===== config.mk =====
export PLATFORM = sky130hd
export DESIGN_NAME = divu_unit
export DESIGN_NICKNAME = d
export VERILOG_FILES = /design/src/rtl/divu_pkg.sv /design/src/rtl/divu_ctrl.sv /design/src/rtl/divu_core.sv /design/src/rtl/divu_flags.sv /design/src/rtl/divu_unit.sv
export SDC_FILE = /design/constraint.sdc
export NUM_CORES = 1
export LEC_CHECK = 0
export ABC_AREA = 1
export CAP_MARGIN = 20
export CORE_MARGIN = 2
export CORE_UTILIZATION = 35
export DETAILED_ROUTE_END_ITERATION = 6
export GPL_ROUTABILITY_DRIVEN = 0
export GPL_TIMING_DRIVEN = 0
export PLACE_DENSITY_LB_ADDON = 0.1
export SLEW_MARGIN = 10
export SYNTH_ARGS = -nofsm -noshare
export SYNTH_HDL_FRONTEND = slang
export SYNTH_HIERARCHICAL = 1
export SYNTH_SLANG_ARGS = --single-unit

===== constraint.sdc =====
create_clock -name clk -period 2.06 [get_ports clk]
set_input_delay 0.515 -clock clk [delete_from_list [all_inputs] [get_ports clk]]
set_output_delay 0.515 -clock clk [all_outputs]
set_load 0.02 [all_outputs]

===== src/rtl/divu_pkg.sv =====
package divu_pkg;
   localparam int FLAG_W = 5;
   localparam int FLG_C  = 0;
   localparam int FLG_V  = 1;
   localparam int FLG_Z  = 2;
   localparam int FLG_N  = 3;
   localparam int FLG_H  = 4;
   typedef logic [FLAG_W-1:0] flags_t;
endpackage


===== src/rtl/divu_ctrl.sv =====
module divu_ctrl #(
   parameter int LATENCY = 22,
   parameter int ITERS   = 16
) (
   input  logic clk,
   input  logic rst_n,
   input  logic start,
   output logic accept,
   output logic step,
   output logic finish,
   output logic busy,
   output logic done
);
   localparam int CW  = $clog2(LATENCY);
   localparam int PAD = LATENCY - 1 - ITERS;

   logic [CW-1:0] cnt_q;

   assign accept = start && !busy;
   assign finish = busy && (cnt_q == '0);
   assign step   = busy && (cnt_q > CW'(PAD));

   always_ff @(posedge clk or negedge rst_n) begin
      if (!rst_n) begin
         cnt_q <= '0;
         busy  <= 1'b0;
         done  <= 1'b0;
      end else begin
         done <= finish;
         if (accept) begin
            cnt_q <= CW'(LATENCY - 1);
            busy  <= 1'b1;
         end else if (busy) begin
            if (cnt_q == '0) busy <= 1'b0;
            else             cnt_q <= cnt_q - 1'b1;
         end
      end
   end
endmodule


===== src/rtl/divu_core.sv =====
module divu_core #(
   parameter int DIV_W = 16
) (
   input  logic               clk,
   input  logic               rst_n,
   input  logic               load,
   input  logic               step,
   input  logic [2*DIV_W-1:0] dividend,
   input  logic [DIV_W-1:0]   divisor,
   output logic [DIV_W-1:0]   quot,
   output logic [DIV_W-1:0]   rem
);
   logic [DIV_W-1:0] part_q, quo_q, dsr_q;
   logic [DIV_W:0]   trial, diff;
   logic             take;

   assign trial = {part_q, quo_q[DIV_W-1]};
   assign diff  = trial - {1'b0, dsr_q};
   assign take  = trial >= {1'b0, dsr_q};

   always_ff @(posedge clk or negedge rst_n) begin
      if (!rst_n) begin
         part_q <= '0;
         quo_q  <= '0;
         dsr_q  <= '0;
      end else if (load) begin
         part_q <= dividend[2*DIV_W-1:DIV_W];
         quo_q  <= dividend[DIV_W-1:0];
         dsr_q  <= divisor;
      end else if (step) begin
         part_q <= take ? diff[DIV_W-1:0] : trial[DIV_W-1:0];
         quo_q  <= {quo_q[DIV_W-2:0], take};
      end
   end

   assign quot = quo_q;
   assign rem  = part_q;
endmodule


===== src/rtl/divu_flags.sv =====
module divu_flags
   import divu_pkg::*;
#(
   parameter int DIV_W = 16
) (
   input  logic             clk,
   input  logic             rst_n,
   input  logic             load,
   input  logic [DIV_W-1:0] dividend_hi,
   input  logic [DIV_W-1:0] divisor,
   input  flags_t           flags_in,
   output flags_t           flags_nxt,
   output logic             hint_nxt
);
   flags_t flags_comb;
   logic   dz;

   assign dz = (divisor == '0);

   for (genvar i = 0; i < FLAG_W; i++) begin : g_flag
      if (i == FLG_N) begin : g_n
         assign flags_comb[i] = divisor[DIV_W-1];
      end else if (i == FLG_Z) begin : g_z
         assign flags_comb[i] = dz;
      end else begin : g_keep
         assign flags_comb[i] = flags_in[i];
      end
   end

   always_ff @(posedge clk or negedge rst_n) begin
      if (!rst_n) begin
         flags_nxt <= '0;
         hint_nxt  <= 1'b0;
      end else if (load) begin
         flags_nxt <= flags_comb;
         hint_nxt  <= dz || (dividend_hi >= divisor);
      end
   end
endmodule


===== src/rtl/divu_unit.sv =====
module divu_unit
   import divu_pkg::*;
#(
   parameter int DIV_W   = 16,
   parameter int LATENCY = 22
) (
   input  logic               clk,
   input  logic               rst_n,
   input  logic               start,
   input  logic [2*DIV_W-1:0] dividend,
   input  logic [DIV_W-1:0]   divisor,
   input  logic [FLAG_W-1:0]  flags_in,
   output logic [2*DIV_W-1:0] result,
   output logic [FLAG_W-1:0]  flags_out,
   output logic               overflow_hint,
   output logic               done,
   output logic               busy
);
   localparam int ITERS = DIV_W;

   if (DIV_W < 2) begin : g_bad_width
      $error("divu_unit: DIV_W must be at least 2");
   end
   if (LATENCY < ITERS + 1) begin : g_bad_latency
      $error("divu_unit: LATENCY too short for the iteration count");
   end

   logic             accept, step, finish;
   logic [DIV_W-1:0] quot, rem;
   flags_t           flags_nxt;
   logic             hint_nxt;

   divu_ctrl #(.LATENCY(LATENCY), .ITERS(ITERS)) u_ctrl (
      .clk(clk), .rst_n(rst_n), .start(start),
      .accept(accept), .step(step), .finish(finish),
      .busy(busy), .done(done)
   );

   divu_core #(.DIV_W(DIV_W)) u_core (
      .clk(clk), .rst_n(rst_n), .load(accept), .step(step),
      .dividend(dividend), .divisor(divisor),
      .quot(quot), .rem(rem)
   );

   divu_flags #(.DIV_W(DIV_W)) u_flags (
      .clk(clk), .rst_n(rst_n), .load(accept),
      .dividend_hi(dividend[2*DIV_W-1:DIV_W]), .divisor(divisor),
      .flags_in(flags_in), .flags_nxt(flags_nxt), .hint_nxt(hint_nxt)
   );

   always_ff @(posedge clk or negedge rst_n) begin
      if (!rst_n) begin
         result        <= '0;
         flags_out     <= '0;
         overflow_hint <= 1'b0;
      end else if (finish) begin
         result        <= {rem, quot};
         flags_out     <= flags_nxt;
         overflow_hint <= hint_nxt;
      end
   end
endmodule


==> metrics.txt <==
# TYPE chip_impl_metric gauge
chip_impl_metric{name="fp.dieArea",unit="um2"} 17500
chip_impl_metric{name="timing.final.ws_setup",unit="ps"} 80.8
chip_impl_metric{name="max_freq",unit="GHz"} 0.505
chip_impl_metric{name="max-slew-margin-rel",unit=""} 0.589
chip_impl_metric{name="regToRegSetupSlack",unit="ps"} 130
chip_impl_metric{name="antenna_violating_nets_post_route",unit=""} 0
chip_impl_metric{name="area_growth",unit="%"} 32.9
chip_impl_info{name="outcome",value="finished, final reports clean"} 1
chip_impl_metric{name="synth_xor_xnor_area_share",unit=""} 0.00913
chip_impl_metric{name="quantity_of_i_o_buffers_inserted_on_ports",unit=""} 93
chip_impl_metric{name="pin_count_of_the_biggest_net_entering_global_routing",unit=""} 62
chip_impl_metric{name="layout-drive-gt1-share",unit=""} 0.124
chip_impl_info{name="synth_top_family_by_area",value="simple AND/OR/NAND/NOR gates"} 1
chip_impl_metric{name="fin_crit",unit="ps"} 1980
chip_impl_metric{name="synth.net_count",unit=""} 870
chip_impl_metric{name="critPathMaxStageDelay",unit="ps"} 650
chip_impl_info{name="cpLargestDelayFamily",value="buffers and inverters"} 1
chip_impl_metric{name="final-max-slew-violation-count",unit=""} 0
chip_impl_metric{name="floorplan.io_pins",unit=""} 96
chip_impl_info{name="critical_path.slowest_cell",value="sky130_fd_sc_hd__clkdlybuf4s50_1"} 1
chip_impl_metric{name="final_min_period_over_clock_period",unit=""} 0.961
chip_impl_metric{name="floorplan.core_area",unit="um2"} 16000
chip_impl_metric{name="cts.path.max_buffers",unit=""} 2
chip_impl_info{name="setup.worst_path.start_class",value="flop"} 1
chip_impl_metric{name="globalRouteOverflowTotal",unit=""} 0
chip_impl_metric{name="leakage",unit="uW"} 0.00381
chip_impl_metric{name="cellPowerDensity",unit="nW/um2"} 1810
chip_impl_metric{name="drt_pass1_iterations",unit=""} 5
chip_impl_metric{name="muxShareOfSynthArea",unit=""} 0
chip_impl_metric{name="final_net_count",unit=""} 987
chip_impl_info{name="rsz0062_at_grt",value="yes"} 1
chip_impl_metric{name="groute.usage.overall",unit=""} 0.200
chip_impl_metric{name="first_global_vias",unit=""} 5229
chip_impl_metric{name="seq_area_frac_synth",unit=""} 0.430
chip_impl_info{name="crit_path_cells",value="clkdlybuf4s50_1"} 1
chip_impl_metric{name="finalHoldViolCount",unit=""} 0
chip_impl_info{name="reg2reg_to",value="u_core/rem[3]"} 1
chip_impl_info{name="crit-reg2reg-launch",value="u_ctrl/cnt_q[1]"} 1
chip_impl_metric{name="synth_area_per_cell",unit="um2"} 7.39
chip_impl_metric{name="dpl.hpwl",unit="mm"} 12.8
chip_impl_metric{name="start_util",unit=""} 0.360
chip_impl_metric{name="syn_area",unit="um2"} 5760
chip_impl_info{name="worst_setup_path_end_kind",value="primary output"} 1
chip_impl_metric{name="row_count",unit=""} 46
chip_impl_metric{name="detailedPlace.worstSlack",unit="ps"} -552
chip_impl_metric{name="width_of_the_chip",unit="um"} 132
chip_impl_metric{name="clock_insertion_delay_worst_skew",unit="ps"} 350
chip_impl_metric{name="final.setup_skew",unit="ps"} 9.28
chip_impl_metric{name="clkTransAtPathRegs",unit="ps"} 70
chip_impl_metric{name="synth-adder-area-share",unit=""} 0.0774
chip_impl_metric{name="die_h",unit="um"} 132
chip_impl_metric{name="post_synth_and_or_nand_nor_area_fraction",unit=""} 0.308
chip_impl_metric{name="cp.buffers_inverters",unit=""} 1
chip_impl_metric{name="first_pass_grt_wire_length",unit="mm"} 27.7
chip_impl_metric{name="clkSinkCount",unit=""} 99
chip_impl_metric{name="unique_masters_post_synth",unit=""} 34
chip_impl_metric{name="antenna_diode_instance_count",unit=""} 0
chip_impl_metric{name="remaining_design_rule_violation_count",unit=""} 0
chip_impl_metric{name="worst_pin_slew",unit="ps"} 616
chip_impl_metric{name="totalWireLength",unit="mm"} 17.1
chip_impl_metric{name="r2r.worst_path.cells",unit=""} 10
chip_impl_metric{name="maxCapViolCount",unit=""} 0
chip_impl_info{name="tritoncts",value="built"} 1
chip_impl_metric{name="required",unit="ps"} 1540
chip_impl_info{name="hold_path.class",value="in2async"} 1
chip_impl_metric{name="cp_data_arrival_time",unit="ps"} 1460
chip_impl_metric{name="postSynthRegisterBits",unit=""} 99
chip_impl_metric{name="antenna_violations_before_repair",unit=""} 0
chip_impl_metric{name="h-tree-depth",unit=""} 3
chip_impl_metric{name="yosysWarnings",unit=""} 6
chip_impl_metric{name="numCtsBuffers",unit=""} 9
chip_impl_metric{name="synth_cells",unit=""} 779
chip_impl_info{name="setup.worst_path.class",value="reg2out"} 1
chip_impl_info{name="clockRootBuffer",value="sky130_fd_sc_hd__clkbuf_16"} 1
chip_impl_metric{name="initialDrtViolationCount",unit=""} 360
chip_impl_metric{name="avgRoutedWirePerCell",unit="um"} 15.3
chip_impl_metric{name="timing.critical_path.fanout_max",unit=""} 5
chip_impl_metric{name="via_count",unit=""} 5332
chip_impl_metric{name="layout.filler_cells",unit=""} 1626
chip_impl_metric{name="worst_ir_drop_vdd",unit="uV"} 570
chip_impl_metric{name="timing.final.setup_violations",unit=""} 0
chip_impl_metric{name="sum_of_internal_switching_and_leakage_power",unit="uW"} 13900
chip_impl_metric{name="synth-compound-area-share",unit=""} 0.0780
chip_impl_metric{name="vias_cell",unit=""} 4.77
[timing repair]
item / 4_1_cts / 5_1_grt
gates cloned: 0 / 0
pin swaps: 0 / 5
endpoints found under the setup margin: 48 / 41
gates resized for setup: 23 / 42
hold buffers: 0 / 0
setup buffers: 0 / 12
[sequential cells by signal, indices dropped and copies added (netlist names)]
register / flops
result: 32
u_flags/hint_nxt: 1
u_core/dsr_q: 16
u_ctrl/cnt_q: 5
u_ctrl/busy: 1
overflow_hint: 1
u_core/rem: 16
flags_out: 5
u_core/quot: 16
u_ctrl/done: 1
u_flags/flags_nxt: 5
[cell usage after synthesis (all sizes together)]
| master | n | area, um2 |
|---|---|---|
| o21bai | 2 | 15.0 |
| a21oi | 16 | 87.6 |
| clkinv | 1 | 3.75 |
| nand4 | 6 | 37.5 |
| nor2 | 46 | 200 |
| dfrtp | 99 | 2480 |
| ha | 34 | 425 |
| o21ai | 21 | 105 |
| nor3 | 4 | 25.0 |
| or2 | 1 | 6.26 |
| fa | 1 | 20.0 |
| a22oi | 16 | 120 |
| nand3b | 2 | 15.0 |
| nand2 | 336 | 1280 |
| xnor2 | 6 | 52.6 |
| buf | 15 | 115 |
| o21a | 1 | 7.51 |
| clkbuf | 7 | 26.3 |
| o211ai | 7 | 52.6 |
| o221ai | 7 | 61.3 |
| nand3 | 41 | 210 |
| inv | 110 | 413 |
[logic make-up (layout without fill, tap and decap cells)]
logic type,after synthesis,count (layout)
AND/OR/NAND/NOR,436,436
AO/OA/AOI/OAI,70,70
adder cells (fa/ha/maj),35,35
XOR/XNOR,6,6
buffers and inverters,133,255
flip-flops,99,99
[power by group]
group	internal [uW]	total (uW)	switching, uW
clock network	951	1720	769
logic	3580	8480	4900
registers	2940	3660	724
[routing by layer]
metal,part of all wire,vias up,global-route usage
met5,0,-,0
met4,0.025,0,0.0765
met3,0.045,32,0.0281
met2,0.46,147,0.329
met1,0.47,2492,0.267
li1,-,2661,-
[worst max-delay path by stage]
| stage | start | end | slack, ps | cells after the start |
|---|---|---|---|---|
| 5_1_grt | u_core/rem[13] | u_core/rem[8] | -20 | 12 |
| 3_5_place_dp | start | u_core/quot[13] | -550 | 8 |
| 3_3_place_gp | rst_n | u_core/dsr_q[7] | -3310 | 1 |
| 6_report | u_ctrl/busy | busy | 80 | 1 |
| 4_1_cts | u_core/rem[13] | u_core/rem[9] | 10 | 11 |
| 2_1_floorplan | u_core/rem[11] | u_core/rem[12] | 240 | 12 |
[cell type report]
| class | instances | area [um2] | area share |
|---|---|---|---|
| well taps | 216 | 270 | 0.0353 |
| inverters | 111 | 417 | 0.0544 |
| repair buffers | 106 | 1050 | 0.137 |
| flip-flops and latches | 99 | 2490 | 0.325 |
| clock inverters | 5 | 60.1 | 0.00785 |
| clock buffers | 11 | 233 | 0.0304 |
| plain buffers | 22 | 169 | 0.0221 |
| multi-input cells | 547 | 2970 | 0.388 |
[through the flow]
step	setup TNS, ps	hold slack [ps]	utilization	instance area, um2	cells
after global routing	-35.4	179	0.478	7650	1117
after detailed placement	-24000	456	0.437	6980	1089
final	0	144	0.478	7650	1117
after global placement	-350680	454	0.435	6960	1088
after floorplan	0	219	-	5760	779
after CTS	0	159	0.464	7420	1105
[layout by cell type (no fill, tap or decap), types with 8 or more instances in the layout]
cell type | Yosys | routed
sky130_fd_sc_hd__ha_4 | 0 | 15
sky130_fd_sc_hd__inv_1 | 105 | 102
sky130_fd_sc_hd__o21ai_0 | 19 | 18
sky130_fd_sc_hd__ha_1 | 34 | 19
sky130_fd_sc_hd__dfrtp_2 | 0 | 11
sky130_fd_sc_hd__inv_2 | 5 | 9
sky130_fd_sc_hd__clkbuf_16 | 0 | 9
sky130_fd_sc_hd__nor2_1 | 37 | 34
sky130_fd_sc_hd__a22oi_1 | 16 | 16
sky130_fd_sc_hd__nand2_1 | 330 | 327
sky130_fd_sc_hd__nand3_1 | 40 | 39
sky130_fd_sc_hd__nor2_2 | 8 | 8
sky130_fd_sc_hd__clkdlybuf4s50_1 | 0 | 92
sky130_fd_sc_hd__buf_4 | 2 | 15
sky130_fd_sc_hd__dfrtp_1 | 99 | 88
sky130_fd_sc_hd__a21oi_1 | 14 | 12
No activity file was read; power rests on OpenSTA's default activity.
